==> src/rtl/lcar_pkg.sv <==
package lcar_pkg;

  typedef enum logic [1:0] {
    ST_IDLE   = 2'd0,
    ST_WAIT   = 2'd1,
    ST_SEEN   = 2'd2,
    ST_REPORT = 2'd3
  } lcar_state_e;

  // The flag reaches the status word only when checking was enabled.
  function automatic logic reported_flag(input logic fault, input logic en);
    return fault & en;
  endfunction

endpackage

==> src/rtl/lcar_seq.sv <==
module lcar_seq
  import lcar_pkg::*;
(
  input  logic        clk,
  input  logic        rst_n,
  input  logic        tx_active,
  input  logic        carrier,
  output lcar_state_e state,
  output logic        start_evt,
  output logic        miss_evt,
  output logic        drop_evt,
  output logic        report
);

  lcar_state_e nxt;

  // Events are decoded from the current state and the sampled inputs.
  // End of frame is tested before any carrier drop.
  assign start_evt = (state == ST_IDLE) && tx_active;
  assign miss_evt  = (state == ST_WAIT) && !tx_active;
  assign drop_evt  = (state == ST_SEEN) && tx_active && !carrier;
  assign report    = (state == ST_REPORT);

  always_comb begin
    nxt = state;
    unique case (state)
      ST_IDLE:   if (tx_active) nxt = ST_WAIT;
      ST_WAIT: begin
        if (!tx_active)   nxt = ST_REPORT;
        else if (carrier) nxt = ST_SEEN;
      end
      ST_SEEN:   if (!tx_active) nxt = ST_REPORT;
      ST_REPORT: nxt = ST_IDLE;
      default:   nxt = ST_IDLE;
    endcase
  end

  always_ff @(posedge clk) begin
    if (!rst_n) state <= ST_IDLE;
    else        state <= nxt;
  end

endmodule

==> src/rtl/lcar_fault.sv <==
module lcar_fault (
  input  logic clk,
  input  logic rst_n,
  input  logic start_evt,
  input  logic miss_evt,
  input  logic drop_evt,
  input  logic port_sel,
  output logic fault_q,
  output logic en_q
);

  always_ff @(posedge clk) begin
    if (!rst_n) begin
      fault_q <= 1'b0;
      en_q    <= 1'b0;
    end else if (start_evt) begin
      fault_q <= 1'b0;
      en_q    <= port_sel;
    end else if (miss_evt || drop_evt) begin
      fault_q <= 1'b1;
    end
  end

endmodule

==> src/rtl/lcar_word.sv <==
module lcar_word #(
  parameter int WORD_W   = 16,
  parameter int FLAG_BIT = 11
) (
  input  logic [WORD_W-1:0] word_in,
  input  logic              flag,
  output logic [WORD_W-1:0] word_out
);

  localparam logic [WORD_W-1:0] FLAG_MASK = WORD_W'(1) << FLAG_BIT;

  function automatic logic [WORD_W-1:0] insert_flag(
    input logic [WORD_W-1:0] w,
    input logic              f
  );
    return (w & ~FLAG_MASK) | (f ? FLAG_MASK : '0);
  endfunction

  assign word_out = insert_flag(word_in, flag);

endmodule

==> src/rtl/txlcar_monitor.sv <==
module txlcar_monitor
  import lcar_pkg::*;
#(
  parameter int WORD_W   = 16,
  parameter int FLAG_BIT = 11
) (
  input  logic              clk,
  input  logic              rst_n,
  input  logic              port_sel,
  input  logic              tx_active,
  input  logic              carrier,
  input  logic [WORD_W-1:0] stat_in,
  output logic              stat_wr,
  output logic [WORD_W-1:0] stat_out
);

  lcar_state_e state;
  logic start_evt, miss_evt, drop_evt, report;
  logic fault_q, en_q, flag;

  lcar_seq u_seq (
    .clk       (clk),
    .rst_n     (rst_n),
    .tx_active (tx_active),
    .carrier   (carrier),
    .state     (state),
    .start_evt (start_evt),
    .miss_evt  (miss_evt),
    .drop_evt  (drop_evt),
    .report    (report)
  );

  lcar_fault u_fault (
    .clk       (clk),
    .rst_n     (rst_n),
    .start_evt (start_evt),
    .miss_evt  (miss_evt),
    .drop_evt  (drop_evt),
    .port_sel  (port_sel),
    .fault_q   (fault_q),
    .en_q      (en_q)
  );

  assign flag = reported_flag(fault_q, en_q);

  lcar_word #(.WORD_W(WORD_W), .FLAG_BIT(FLAG_BIT)) u_word (
    .word_in  (stat_in),
    .flag     (flag),
    .word_out (stat_out)
  );

  assign stat_wr = report;

endmodule

==> config.mk <==
export PLATFORM = sky130hd
export DESIGN_NAME = txlcar_monitor
export DESIGN_NICKNAME = d
export VERILOG_FILES = /design/src/rtl/lcar_pkg.sv /design/src/rtl/lcar_seq.sv /design/src/rtl/lcar_fault.sv /design/src/rtl/lcar_word.sv /design/src/rtl/txlcar_monitor.sv
export SDC_FILE = /design/constraint.sdc
export NUM_CORES = 1
export LEC_CHECK = 0
export ABC_AREA = 1
export BUFFER_PORTS_ARGS = -buffer_cell sky130_fd_sc_hd__buf_2
export CORE_AREA = 8 8 45 47
export DETAILED_ROUTE_END_ITERATION = 7
export DIE_AREA = 0 0 53 55
export HOLD_SLACK_MARGIN = 0.06
export PLACE_DENSITY_LB_ADDON = 0.08
export SLEW_MARGIN = 15
export SYNTH_ARGS = -nofsm -noshare
export SYNTH_HDL_FRONTEND = slang
export SYNTH_HIERARCHICAL = 1
export SYNTH_SLANG_ARGS = --single-unit
==> constraint.sdc <==
create_clock -name clk -period 2.61 [get_ports clk]
set_input_delay 0.1305 -clock clk [delete_from_list [all_inputs] [get_ports clk]]
set_output_delay 0.1305 -clock clk [all_outputs]
set_load 0.005 [all_outputs]
==> results.md <==
* Initial antenna violation count at 0
* Root Buffer: clkbuf_4
* Distinct cell type count after synthesis at 12
* CP required at 2.78 ns
* Status: complete, no violations
* Total GRT Usage at between 5 and 6%
* H-tree levels at 1
* RSZ-0062 raised after global routing: no
* Critical path endpoint category: register
* Hold Crit Class: in2reg
* Max cap viols at 0
* Drt first pass iters at 3
* Relative slew slack at about nine tenths
* CP arrival at 1.41 ns
* Post-CTS Setup Repair Bufs at 0
* Hold depth at 3
* Clock sink count at 4
* Final wirelength at 695 um
* Mapped cell area at 432 um^2
* Number of global-route vias before repair at 293
* Crit-path max cell delay at roughly 0.37 ns
* Min Hold Slack at 0.157 ns
* Layout cell share with drive strength beyond 1 at 22.4%
* Sequential fraction of design power at 28.6%
* Post-Synthesis Cells at 65
* Number of remaining DRC errors at 0
* Buf/Inv on CP at 1
* Most common cell after layout, fill and taps aside: nand2_1
* Die Wd at 53 um
* Sw Share at 42.1%
* PortBufs at 6
* Hold path start: rst_n
* Met2 wire length at 292 um
* Clock-pin slew on the worst setup and hold paths at 0.03 ns
* WHS Endpoint: u_seq/state[1]
* Final setup viols at 0
* Die Ht at around 55 um
* Post-placement cell count at 71
* Critical path class: reg2reg
* Synthesis-stage register bit count at 4
* Peak VDD IR at 0.265 mV
* Reg2reg path depth at 6
* Post-layout min period at roughly 1.2 ns
* Critical Path Fanout Max at 5
* Worst path top cell family by delay: simple AND/OR/NAND/NOR gates
* CP Launch Type: register
* Tcrit/Tclk final at 47.5%
* Vias/cell at about 4
* Starting density of the core at just over 30%
* Actual slew at the worst max-slew pin at 0.152 ns
* Overflow after GRT at 0
* R2r setup slk at 1.37 ns
* Logic pwr share at 51.2%
* PostCTS Resize Cnt at 0
* Core ar. at approximately 1400 um^2
* Wire length per cell at 9.39 um
* Hpwl dp at ~590 um
* Largest net degree at the start of global routing at 7
* R2r endpoint: u_seq/state[0]
* Psw at approximately 0.00015 W
* Lkg Pwr at around 0.22 nW
* P_int at between 0.0002 and 0.00025 W
* Clock Skews at around 0.00077 ns
* Max Slew Vio Count at 0
* Net Count, Synth at slightly above 90
* Clk_lat worst skew at 0.23 ns
* Setup_tns at 0 ns
* Antenna Cells at 0
* Via count at 294
* Area growth syn-to-layout at -11.0%
* RR Startpoint: u_seq/state[0]
* Non-Filler Instances at 74
* Most frequent cells in the layout: nand2_1 (13), inv_1 (9), nor2_1 (8)
* P per Cell Area at 948 nW/um^2
* Fmax at 807 MHz
* Clock Path Buffers at 2
* Final core occ at 27.8%
* Final Hold Viols at 0
* Drt first-iter violations at 1
* CTS tree: done
* Sequential cell area fraction in the yosys report at between 10% and 20%
* Clock power frac at between 20 and 25%
* Max Used Layer: met4
* Met3 routed WL at 103 um
* First-pass GRT wire length at 1190 um
* Row Count at 14
* Top-Level Pins at 38
* Antenna viol nets, final at 0
* Hold_buf cts at 0
* Metal1 wirelength at 288 um
* CTS buffer count at 3
* Die area at approximately 2900 um^2
* Yosys warning count at 6
* Final Net Count at 86
* Crit. Startpoint: u_seq/state[0]
* Total Power at 0.000364 W
* Post-Syn Area per Cell at approximately 6.6 um^2
* RePlAce Congestion at about 0.68
* Slowest-stage cell, CP: dfxtp_1
* Cell Chain, Critical Path: inv_1 > ha_1 > or2_1 > nand3_1 > nand2_1 > nor2_1
## layer usage
metal  GRT usage (%)  vias up
met4            8.19        0
li1                -      163
met2            6.64        6
met5               0        -
met3            4.28        2
met1            5.62      123
## flip-flops by register name (all words and copies together) (netlist names)
name	cells
u_fault/fault_q	1
u_fault/en_q	1
u_seq/state	2
## worst max path at each step
stage                     cells after the start             end
after global placement                        6  u_seq/state[0]
after CTS                                     6  u_seq/state[0]
after floorplan                               6  u_seq/state[0]
final                                         6  u_seq/state[0]
after global routing                          6  u_seq/state[0]
after detailed placement                      6  u_seq/state[0]
## synth_stat cells (all sizes together)
| cell | instances | area share (%) |
|---|---|---|
| a21oi | 2 | 3.2 |
| buf | 16 | 28 |
| dfxtp | 4 | 19 |
| ha | 5 | 14 |
| inv | 10 | 8.7 |
| nand2 | 13 | 11 |
| nand3 | 4 | 4.6 |
| nor2 | 10 | 9.9 |
| or2 | 1 | 1.5 |
## stage by stage
stage	cell area [um^2]	setup WS (ns)
2_1_floorplan	432	1.47
5_1_grt	384	1.19
3_5_place_dp	362	1.37
3_3_place_gp	362	1.34
6_report	384	1.37
4_1_cts	384	1.36
## cells by family after synthesis
family	share of synthesized area, %
AOI/OAI and AO/OA	3.19
adders and majority gates	14.5
buffers and inverters	36.5
DFF	18.6
and+or+nand+nor	27.2
## power groups by stage
stage / logic (W) / registers, W / clock network, W
2_1_floorplan: 0.000172 / 0.000100 / 0
3_3_place_gp: 0.000194 / 0.000107 / 0
3_5_place_dp: 0.000190 / 0.000105 / 0
4_1_cts: 0.000191 / 0.000104 / 0.0000790
5_1_grt: 0.000228 / 0.000108 / 0.0000817
6_report: 0.000186 / 0.000104 / 0.0000734
## layout make-up
type	count	area [um^2]
fill	160	1000
timing repair buffer	6	30.0
clock buffer	3	22.5
sequential	4	80.1
inverter	10	37.5
multi-input combinational	35	194
tap	16	20.0
## worst reg2reg max path, cell delays in order, from the launching register on
cell	delay, ns
dfxtp_1	0.37
inv_1	0.12
ha_1	0.24
or2_1	0.25
nand3_1	0.09
nand2_1	0.05
nor2_1	0.07
Power figures use the tool's default switching activity.
